`src/rtl/rtc_irq_pkg.sv`:
```
package rtc_irq_pkg;
   // Register locations (5-bit view, zero-extended to the bus width)
   localparam logic [4:0] LOC_STAT = 5'h00;
   localparam logic [4:0] LOC_ROUTE = 5'h02;
   localparam logic [4:0] LOC_PER = 5'h03;   // page 0 flags, page 1 enables
   localparam logic [4:0] LOC_SRCEN = 5'h04;
   // Status bit positions
   localparam int unsigned SB_SUM = 0;
   localparam int unsigned SB_PER = 1;
   localparam int unsigned SB_ALM = 2;
   localparam int unsigned SB_TM0 = 3;
   localparam int unsigned SB_TM1 = 4;
   localparam int unsigned SB_PWF = 5;
   // Source enable bit positions
   localparam int unsigned EN_ALM = 0;
   localparam int unsigned EN_TM0 = 1;
   localparam int unsigned EN_TM1 = 2;
   localparam int unsigned EN_PWF = 3;
   localparam int unsigned SRC_N = 4;
endpackage

```
`src/rtl/rtc_irq_decode.sv`:
```
module rtc_irq_decode
   import rtc_irq_pkg::*;
#(
   parameter int unsigned AW = 5
) (
   input  logic [AW-1:0] addr,
   input  logic          page,
   input  logic          rd,
   input  logic          wr,
   output logic          hit_stat,
   output logic          hit_per,
   output logic          hit_pen,
   output logic          hit_src,
   output logic          hit_route,
   output logic          stat_rd,
   output logic          stat_wr,
   output logic          per_rd,
   output logic          pen_wr,
   output logic          src_wr,
   output logic          route_wr
);
   always_comb begin
      hit_stat  = (addr == AW'(LOC_STAT));
      hit_per   = (addr == AW'(LOC_PER)) && !page;
      hit_pen   = (addr == AW'(LOC_PER)) && page;
      hit_src   = (addr == AW'(LOC_SRCEN)) && page;
      hit_route = (addr == AW'(LOC_ROUTE)) && page;
      stat_rd   = rd && hit_stat;
      stat_wr   = wr && hit_stat;
      per_rd    = rd && hit_per;
      pen_wr    = wr && hit_pen;
      src_wr    = wr && hit_src;
      route_wr  = wr && hit_route;
   end
endmodule

```
`src/rtl/rtc_irq_cfg.sv`:
```
module rtc_irq_cfg
   import rtc_irq_pkg::*;
#(
   parameter int unsigned DW   = 8,
   parameter int unsigned NPER = 5
) (
   input  logic              clk,
   input  logic              rst_n,
   input  logic [DW-1:0]     wdata,
   input  logic              pen_wr,
   input  logic              src_wr,
   input  logic              route_wr,
   output logic [NPER-1:0]   per_en,
   output logic [SRC_N-1:0]  src_en,
   output logic              route_mfo
);
   always_ff @(posedge clk or negedge rst_n) begin
      if (!rst_n) begin
         per_en    <= '0;
         src_en    <= '0;
         route_mfo <= 1'b0;
      end else begin
         if (pen_wr)   per_en    <= wdata[NPER-1:0];
         if (src_wr)   src_en    <= wdata[SRC_N-1:0];
         if (route_wr) route_mfo <= wdata[0];
      end
   end


   en_wr_chk: assert property (@(posedge clk) disable iff (!rst_n)
      src_wr |=> (src_en == $past(wdata[SRC_N-1:0])));
endmodule

```
`src/rtl/rtc_irq_flags.sv`:
```
module rtc_irq_flags #(
   parameter int unsigned NPER = 5
) (
   input  logic            clk,
   input  logic            rst_n,
   input  logic [NPER-1:0] ev_tick,
   input  logic            ev_alarm,
   input  logic            ev_tmr0,
   input  logic            ev_tmr1,
   input  logic            pf_event,
   input  logic            pwr_ok,
   input  logic            pf_en,
   input  logic            per_rd,
   input  logic            stat_rd,
   input  logic            clr_alm,
   input  logic            clr_tm0,
   output logic [NPER-1:0] per_flag,
   output logic            alm_flag,
   output logic            tm0_flag,
   output logic            tm1_flag,
   output logic            pwf_flag
);
   for (genvar g = 0; g < NPER; g++) begin : g_per
      always_ff @(posedge clk or negedge rst_n) begin
         if (!rst_n)          per_flag[g] <= 1'b0;
         else if (ev_tick[g]) per_flag[g] <= 1'b1;
         else if (per_rd)     per_flag[g] <= 1'b0;
      end


      per_clr_chk: assert property (@(posedge clk) disable iff (!rst_n)
         (per_rd && !ev_tick[g]) |=> !per_flag[g]);

      per_set_chk: assert property (@(posedge clk) disable iff (!rst_n)
         ev_tick[g] |=> per_flag[g]);
   end

   always_ff @(posedge clk or negedge rst_n) begin
      if (!rst_n) begin
         alm_flag <= 1'b0;
         tm0_flag <= 1'b0;
         tm1_flag <= 1'b0;
         pwf_flag <= 1'b0;
      end else begin
         if (ev_alarm)      alm_flag <= 1'b1;
         else if (clr_alm)  alm_flag <= 1'b0;
         if (ev_tmr0)       tm0_flag <= 1'b1;
         else if (clr_tm0)  tm0_flag <= 1'b0;
         if (ev_tmr1)       tm1_flag <= 1'b1;
         else if (stat_rd)  tm1_flag <= 1'b0;
         if (pf_event && pf_en) pwf_flag <= 1'b1;
         else if (pwr_ok)       pwf_flag <= 1'b0;
      end
   end


   alm_set_chk: assert property (@(posedge clk) disable iff (!rst_n)
      ev_alarm |=> alm_flag);

   alm_clr_chk: assert property (@(posedge clk) disable iff (!rst_n)
      (clr_alm && !ev_alarm) |=> !alm_flag);

   tm1_rd_chk: assert property (@(posedge clk) disable iff (!rst_n)
      (stat_rd && !ev_tmr1) |=> !tm1_flag);

   pwf_hold_chk: assert property (@(posedge clk) disable iff (!rst_n)
      (pwf_flag && !pwr_ok) |=> pwf_flag);

   pwf_gate_chk: assert property (@(posedge clk) disable iff (!rst_n)
      (!pwf_flag && !(pf_event && pf_en)) |=> !pwf_flag);
endmodule

```
`src/rtl/rtc_irq_drive.sv`:
```
module rtc_irq_drive #(
   parameter bit OUT_REG = 1'b1
) (
   input  logic clk,
   input  logic rst_n,
   input  logic pend,
   input  logic route_mfo,
   output logic intr_n,
   output logic mfo_n
);
   logic intr_d, mfo_d;

   always_comb begin
      intr_d = !(pend && !route_mfo);
      mfo_d  = !(pend && route_mfo);
   end

   if (OUT_REG) begin : g_reg
      always_ff @(posedge clk or negedge rst_n) begin
         if (!rst_n) begin
            intr_n <= 1'b1;
            mfo_n  <= 1'b1;
         end else begin
            intr_n <= intr_d;
            mfo_n  <= mfo_d;
         end
      end


      route_intr_chk: assert property (@(posedge clk) disable iff (!rst_n)
         (pend && !route_mfo) |=> (!intr_n && mfo_n));

      route_mfo_chk: assert property (@(posedge clk) disable iff (!rst_n)
         (pend && route_mfo) |=> (!mfo_n && intr_n));

      idle_pins_chk: assert property (@(posedge clk) disable iff (!rst_n)
         !pend |=> (intr_n && mfo_n));
   end else begin : g_comb
      always_comb begin
         intr_n = intr_d;
         mfo_n  = mfo_d;
      end
   end


   pins_excl_chk: assert property (@(posedge clk) disable iff (!rst_n)
      !(!intr_n && !mfo_n));
endmodule

```
`src/rtl/rtc_irq_ctrl.sv`:
```
module rtc_irq_ctrl
   import rtc_irq_pkg::*;
#(
   parameter int unsigned AW      = 5,
   parameter int unsigned DW      = 8,
   parameter int unsigned NPER    = 5,
   parameter bit          OUT_REG = 1'b1
) (
   input  logic            clk,
   input  logic            rst_n,
   input  logic [AW-1:0]   bus_addr,
   input  logic            bus_page,
   input  logic            bus_rd,
   input  logic            bus_wr,
   input  logic [DW-1:0]   bus_wdata,
   output logic [DW-1:0]   bus_rdata,
   input  logic [NPER-1:0] ev_tick,
   input  logic            ev_alarm,
   input  logic            ev_tmr0,
   input  logic            ev_tmr1,
   input  logic            pf_event,
   input  logic            pwr_ok,
   output logic            intr_n,
   output logic            mfo_n
);
   localparam int unsigned STAT_W = SB_PWF + 1;

   if (AW < 3) begin : g_bad_aw
      $error("rtc_irq_ctrl: AW must be at least 3");
   end
   if (DW < STAT_W) begin : g_bad_dw
      $error("rtc_irq_ctrl: DW must hold the status bits");
   end
   if (NPER < 1 || NPER > DW) begin : g_bad_nper
      $error("rtc_irq_ctrl: NPER must be 1..DW");
   end

   logic hit_stat, hit_per, hit_pen, hit_src, hit_route;
   logic stat_rd, stat_wr, per_rd, pen_wr, src_wr, route_wr;
   logic [NPER-1:0]  per_en, per_flag;
   logic [SRC_N-1:0] src_en;
   logic route_mfo;
   logic alm_flag, tm0_flag, tm1_flag, pwf_flag;
   logic per_hit, pend;
   logic [STAT_W-1:0] stat;

   rtc_irq_decode #(.AW(AW)) u_dec (
      .addr(bus_addr), .page(bus_page), .rd(bus_rd), .wr(bus_wr),
      .hit_stat(hit_stat), .hit_per(hit_per), .hit_pen(hit_pen),
      .hit_src(hit_src), .hit_route(hit_route),
      .stat_rd(stat_rd), .stat_wr(stat_wr), .per_rd(per_rd),
      .pen_wr(pen_wr), .src_wr(src_wr), .route_wr(route_wr)
   );

   rtc_irq_cfg #(.DW(DW), .NPER(NPER)) u_cfg (
      .clk(clk), .rst_n(rst_n), .wdata(bus_wdata),
      .pen_wr(pen_wr), .src_wr(src_wr), .route_wr(route_wr),
      .per_en(per_en), .src_en(src_en), .route_mfo(route_mfo)
   );

   rtc_irq_flags #(.NPER(NPER)) u_flags (
      .clk(clk), .rst_n(rst_n), .ev_tick(ev_tick), .ev_alarm(ev_alarm),
      .ev_tmr0(ev_tmr0), .ev_tmr1(ev_tmr1), .pf_event(pf_event),
      .pwr_ok(pwr_ok), .pf_en(src_en[EN_PWF]), .per_rd(per_rd),
      .stat_rd(stat_rd),
      .clr_alm(stat_wr && bus_wdata[SB_ALM]),
      .clr_tm0(stat_wr && bus_wdata[SB_TM0]),
      .per_flag(per_flag), .alm_flag(alm_flag), .tm0_flag(tm0_flag),
      .tm1_flag(tm1_flag), .pwf_flag(pwf_flag)
   );

   always_comb begin
      per_hit = |(per_flag & per_en);
      pend = per_hit
           || (alm_flag && src_en[EN_ALM])
           || (tm0_flag && src_en[EN_TM0])
           || (tm1_flag && src_en[EN_TM1])
           || (pwf_flag && src_en[EN_PWF]);
      stat = '0;
      stat[SB_SUM] = !intr_n || !mfo_n;
      stat[SB_PER] = per_hit;
      stat[SB_ALM] = alm_flag;
      stat[SB_TM0] = tm0_flag;
      stat[SB_TM1] = tm1_flag;
      stat[SB_PWF] = pwf_flag;
   end

   always_comb begin
      bus_rdata = '0;
      if (bus_rd) begin
         if (hit_stat)       bus_rdata = DW'(stat);
         else if (hit_per)   bus_rdata = DW'(per_flag);
         else if (hit_pen)   bus_rdata = DW'(per_en);
         else if (hit_src)   bus_rdata = DW'(src_en);
         else if (hit_route) bus_rdata = DW'(route_mfo);
      end
   end

   rtc_irq_drive #(.OUT_REG(OUT_REG)) u_drive (
      .clk(clk), .rst_n(rst_n), .pend(pend), .route_mfo(route_mfo),
      .intr_n(intr_n), .mfo_n(mfo_n)
   );

   if (OUT_REG) begin : g_chk_reg

      no_enable_chk: assert property (@(posedge clk) disable iff (!rst_n)
         (per_en == '0 && src_en == '0) |=> (intr_n && mfo_n));
   end


   per_mask_chk: assert property (@(posedge clk) disable iff (!rst_n)
      (per_en == '0) |-> !stat[SB_PER]);
endmodule

```
`config.mk`:
```
export PLATFORM = sky130hd
export DESIGN_NAME = rtc_irq_ctrl
export DESIGN_NICKNAME = d
export VERILOG_FILES = /design/src/rtl/rtc_irq_pkg.sv /design/src/rtl/rtc_irq_decode.sv /design/src/rtl/rtc_irq_cfg.sv /design/src/rtl/rtc_irq_flags.sv /design/src/rtl/rtc_irq_drive.sv /design/src/rtl/rtc_irq_ctrl.sv
export SDC_FILE = /design/constraint.sdc
export NUM_CORES = 1
export LEC_CHECK = 0
export CAP_MARGIN = 25
export CORE_MARGIN = 3
export CORE_UTILIZATION = 40
export CTS_CLUSTER_SIZE = 16
export DETAILED_ROUTE_END_ITERATION = 8
export PLACE_DENSITY = 0.71
export SYNTH_ARGS = -nofsm -noshare
export SYNTH_HDL_FRONTEND = slang
export SYNTH_HIERARCHICAL = 1
export SYNTH_SLANG_ARGS = --single-unit
```
`constraint.sdc`:
```
create_clock -name clk -period 5.9 [get_ports clk]
set_input_delay 1.18 -clock clk [delete_from_list [all_inputs] [get_ports clk]]
set_output_delay 1.18 -clock clk [all_outputs]
set_load 0.02 [all_outputs]
```
# After elaboration in Yosys (flattened, before gate mapping)
# Index checks and enable logic that the tools add are counted.
# totals
in_bits	28
output_inout_bits	10
register_bits	21
# op_classes
bitwise	1
n_reduce_logical	41
mux	20
eq_ne	3
# op_table
cell	count
$logic_and 1x1->1	19
$reduce_bool 2->1	9
$mux 1	15
$mux 6	2
$eq 5x2->1 const B	2
$mux 5	2
$logic_not 1->1	6
$and 5x5->5	1
$eq 5x3->1 const B	1
$logic_not 5->1	1
$logic_or 1x1->1	5
$reduce_or 5->1	1
$mux 4	1

# Logic depth before layout (Yosys ltp)
# depth
word_depth	8
ltp_mapped	7
depth_no_buf	5

# By module
# Netlist, hierarchy kept.
# modules_own_cells
mod	seq_area_each_um2	cells_per_inst	area_per_inst_um2	instances
rtc_irq_cfg	250.2	20	362.8	1
rtc_irq_flags	225.2	24	312.8	1
rtc_irq_ctrl	0.0	47	297.8	1
rtc_irq_decode	0.0	21	133.9	1
rtc_irq_drive	52.6	4	62.6	1

# Least setup slack after synthesis
# Ideal clock, no wire load.
# synth_timing
kind	input to output
startpoint	input port bus_addr[4]
endpoint	output port bus_rdata[1]
path_buffers	2
setup_slack_ns	1.869
arrival_ns	2.851
stages	6
path_cell_list	or4b_1 > buf_2 > nor3b_2 > buf_2 > a221oi_1 > o32ai_1
# synth_via
elab_cells_between_ends	11
classes_between	eq/ne: 2; mux: 5; reduce/logical: 4
# synth_rtl
element	line	text
from (decl)	rtc_irq_ctrl.sv:11	input logic [AW-1:0] bus_addr,
$eq 5x2->1	rtc_irq_decode.sv:24	hit_per = (addr == AW'(LOC_PER)) && !page;
$logic_and 1x1->1	rtc_irq_decode.sv:24	
via hit_per	rtc_irq_ctrl.sv:38	logic hit_stat, hit_per, hit_pen, hit_src, hit_route;
$mux 5	rtc_irq_ctrl.sv:92	else if (hit_per) bus_rdata = DW'(per_flag);
$mux 6	rtc_irq_ctrl.sv:91	if (hit_stat) bus_rdata = DW'(stat);
$mux 6	rtc_irq_ctrl.sv:90	if (bus_rd) begin
to (decl)	rtc_irq_ctrl.sv:16	output logic [DW-1:0] bus_rdata,
# The timed path passes the listed nets, and every way through them passes these cells.

# Final worst setup path
# layout_timing
startpoint	input port bus_addr[4]
endpoint	output port bus_rdata[2]
# Same word-level chain as after synthesis.

==> summary.txt <==
CTS
  – Clock input transition at the sequential cells of the worst setup and hold paths: 0.12 ns
  – Number of CTS-inserted buffers: 3
  – H-Tree Depth: 1
  – Maximum number of buffers from clock root to sink: 2
  – Clock tree root buffer cell: clkbuf_4
  – Clock sink count: 21
  – Clock network latency to the later pin of the worst-skew pair: 0.30 ns
  – CTS tree: yes
  – Post-CTS sizing: 0
  – Count of hold-fix buffers inserted at cts: 0
  – Post-CTS setup repair buffer count: 0

Yosys
  – Synthesis-stage register bit count: 21
  – Summed instance area of the synthesized netlist: 1170 µm²
  – Most used flip-flop cell after synthesis: dfrtp_1
  – Average cell area after synthesis: 10.1 µm²
  – Number of flops mapped to enable cells by yosys: 0
  – Share of async-settable or async-resettable flops after synthesis: 100%
  – Unique masters post-synth: 35
  – Post-synthesis instance total: 116
  – Yosys warns: 6
  – Sequential cell area fraction in the yosys report: 45.1%

Finish
  – Fraction of layout instances using a drive strength above 1: 8.84%
  – Antenna diode count: 0
  – Post-route non-filler standard cell count: 177
  – Area delta synth->final: 30.4%
  – Registers with the highest flip-flop counts: u_cfg/per_en: 5 flops, u_flags/per_flag: 5 flops, u_cfg/src_en: 4 flops
  – Multi-input gate area: 572 µm²
  – Count of nets after finishing: 176
  – Storage element area: 528 µm²
  – Fill cell count: 264
  – Post-route cell area: 1530 µm²

Global route
  – Largest net degree at the start of global routing: 22
  – Wire length of the first global-routing pass: 4.57 mm
  – Met1 track demand over resource: 21.2%
  – Most heavily used metal layer in global routing: met2
  – Fraction of met3 tracks used by global routing: 3.46%
  – Via count of the first global-routing pass: 1043
  – Grt ovf: 0
  – Initial antenna violation count: 0
  – Met2 demand-to-capacity share in global routing: 28.7%
  – Overall fraction of global-route tracks in use: 17.0%

Setup path
  – Cells traversed along the worst timing path: clkdlybuf4s50_1, or4b_1, nor3b_2, a21oi_1, a221o_1, a21boi_2, clkdlybuf4s50_1
  – Most used cell, CP: clkdlybuf4s50_1
  – Required time reported for the critical path endpoint: 4.72 ns
  – Critical path start-end classification: in2out
  – Startpoint class of the critical path: primary input
  – CP max stage delay: 0.67 ns
  – Crit path arrival time: 4.11 ns
  – Kind of end point of the critical path: primary output
  – Highest net fanout along the worst path: 10
  – Slowest CP cell: or4b_1

Pwr
  – Worst vdd ir: 0.127 mV
  – Design internal power: 0.000222 W
  – Power density normalized to cell area: 200 nW/µm²
  – Sequential group share of total power: 56.1%
  – Clock Power Share: 22.9%
  – Pleak: 0.619 nW
  – Part of the total power dissipated in combinational logic: 21.0%
  – Switching portion of total power: 27.2%
  – Switching pwr: 0.0000829 W

STA
  – Unrepaired setup endpoints after global routing: no
  – Slew HR: 57.2%
  – Worst setup margin: 0.611 ns
  – Final critical path time including I/O delays and setup: 5.29 ns
  – Min Hold Slack: 0.446 ns
  – Maximum clock frequency: 189 MHz
  – Endpoints failing setup: 0
  – Sum of negative setup slack: 0 ns
  – Final Skew: 0.00514 ns
  – Slew at the pin with the worst max-slew slack: 0.638 ns
  – Post-route clock period utilization: 89.6%
  – Slew Viols, Final: 0
  – Count of final hold-check violations: 0

Place
  – Hpwl dp: 2.11 mm
  – Number of port buffers: 32
  – Area of placed instances: 1490 µm²
  – Final weighted congestion of routability-driven global placement: 0.759
  – Setup slack at placement: 0.651 ns
  – Post-placement cell count: 172

Detailed routing
  – ANT nets after route: 0
  – Detailed-routing iteration count for the pre-antenna-repair pass: 4
  – DR vias: 995
  – Starting DRT DRC Count: 27
  – Vias per Instance: 5.62
  – Post-DR wirelength/cell: 16.1 µm
  – Remaining DRCs: 0
  – Final wirelength: 2.86 mm

Die
  – DIE WIDTH: 60.1 µm
  – Die area: 3610 µm²
  – Standard-cell row count: 18
  – Effective utilization at floorplan: 44.4%
  – Height of the chip: 60.1 µm
  – Area of the core: 2640 µm²
  – Boundary Pins: 38

Outcome
  – Outcome: completed

Min path
  – Min-delay worst type: reg2reg

Job
  – Max-Cap Viols: 0
-- per-layer routing --
layer / share of wire, % / routed length, µm
met1: 44 / 1270
met2: 48 / 1360
met3: 6.8 / 193
met4: 1.3 / 36
met5: 0 / 0
-- layout make-up --
| class | count | area share [%] |
|---|---|---|
| repair buffers | 33 | 21.7 |
| inverters | 8 | 1.97 |
| well taps | 30 | 2.46 |
| multi-input cells | 81 | 37.5 |
| clock buffers | 4 | 1.72 |
| flip-flops and latches | 21 | 34.6 |
-- power by group through the flow --
| stage | Clock [W] | Sequential [W] | Combinational (W) |
|---|---|---|---|
| floorplan | 0 | 0.000175 | 0.0000262 |
| global placement | 0 | 0.000173 | 0.0000616 |
| detailed placement | 0 | 0.000174 | 0.0000631 |
| CTS | 0.0000734 | 0.000171 | 0.0000635 |
| global route | 0.0000803 | 0.000173 | 0.0000695 |
| finish | 0.0000699 | 0.000171 | 0.0000641 |
-- worst max-delay path, delay by kind of cell --
kind	cells	cell delay, ns
AOI/OAI and AO/OA	3	0.61
buffers and inverters	2	1.05
and+or+nand+nor	2	1.26
-- final timing paths --
check | start | slack, ns | cells after the start | endpoint
max in group asynchronous | rst_n | 4.19 | 2 | u_flags/per_flag[3]
worst min-delay path | u_cfg/route_mfo | 0.45 | 1 | u_drive/mfo_n
worst max register to register | u_cfg/per_en[3] | 4.70 | 4 | u_drive/intr_n
min in group asynchronous | rst_n | 1.22 | 1 | u_flags/pwf_flag
worst max-delay path | bus_addr[4] | 0.61 | 7 | bus_rdata[2]
worst min register to register | u_cfg/route_mfo | 0.45 | 1 | u_drive/mfo_n
-- stage by stage --
| step | utilization (%) | total power (W) |
|---|---|---|
| after detailed placement | 56.5 | 0.000237 |
| after floorplan | - | 0.000201 |
| final | 57.9 | 0.000305 |
| after global routing | 57.9 | 0.000322 |
| after global placement | 56.5 | 0.000235 |
| after CTS | 57.5 | 0.000308 |
-- cell families (layout without fill, tap and decap cells) --
logic type	Yosys count	in the layout	share of synthesized area (%)
simple gates	43	43	21.5
other cells	1	2	0.321
mux	10	10	9.63
compound gates	26	26	17.1
flops	21	21	45.1
buf+inv	15	45	6.31
-- synth_stat cells, types with 2 or more instances --
cell type  instances  share of area, %
nand3b_1           4               2.6
buf_4              2               1.3
clkbuf_1           2              0.64
nor2b_1            2               1.1
and3_1             5               2.7
mux2_1             9               8.7
nor2_1             4               1.3
dfrtp_1           19                41
a22oi_1            2               1.3
a21oi_1            5               2.1
o21ai_0            2              0.86
buf_2              2              0.86
nand2_1           12               3.8
nor3b_2            2               2.1
a21boi_2           2               1.9
a221o_1            3               2.6
inv_1              7               2.2
nand2b_1           3               1.6
and2_1             3               1.6
nand3_1            3               1.3
dfstp_2            2               4.5
a21o_1             8               5.1
-- layout by cell type, fill, tap and decap left out, types with 2 or more instances in the layout --
| cell type | Yosys | final |
|---|---|---|
| a21boi_2 | 2 | 2 |
| a21o_1 | 8 | 8 |
| a21oi_1 | 5 | 5 |
| a221o_1 | 3 | 3 |
| a22oi_1 | 2 | 2 |
| and2_1 | 3 | 3 |
| and3_1 | 5 | 5 |
| clkbuf_4 | 0 | 3 |
| clkdlybuf4s50_1 | 0 | 32 |
| conb_1 | 1 | 2 |
| dfrtp_1 | 19 | 19 |
| dfstp_2 | 2 | 2 |
| inv_1 | 7 | 7 |
| mux2_1 | 9 | 9 |
| nand2_1 | 12 | 12 |
| nand2b_1 | 3 | 3 |
| nand3_1 | 3 | 3 |
| nand3b_1 | 4 | 4 |
| nor2_1 | 4 | 4 |
| nor2b_1 | 2 | 2 |
| nor3b_2 | 2 | 2 |
| o21ai_0 | 2 | 2 |
(Power assumes the default switching activity.)
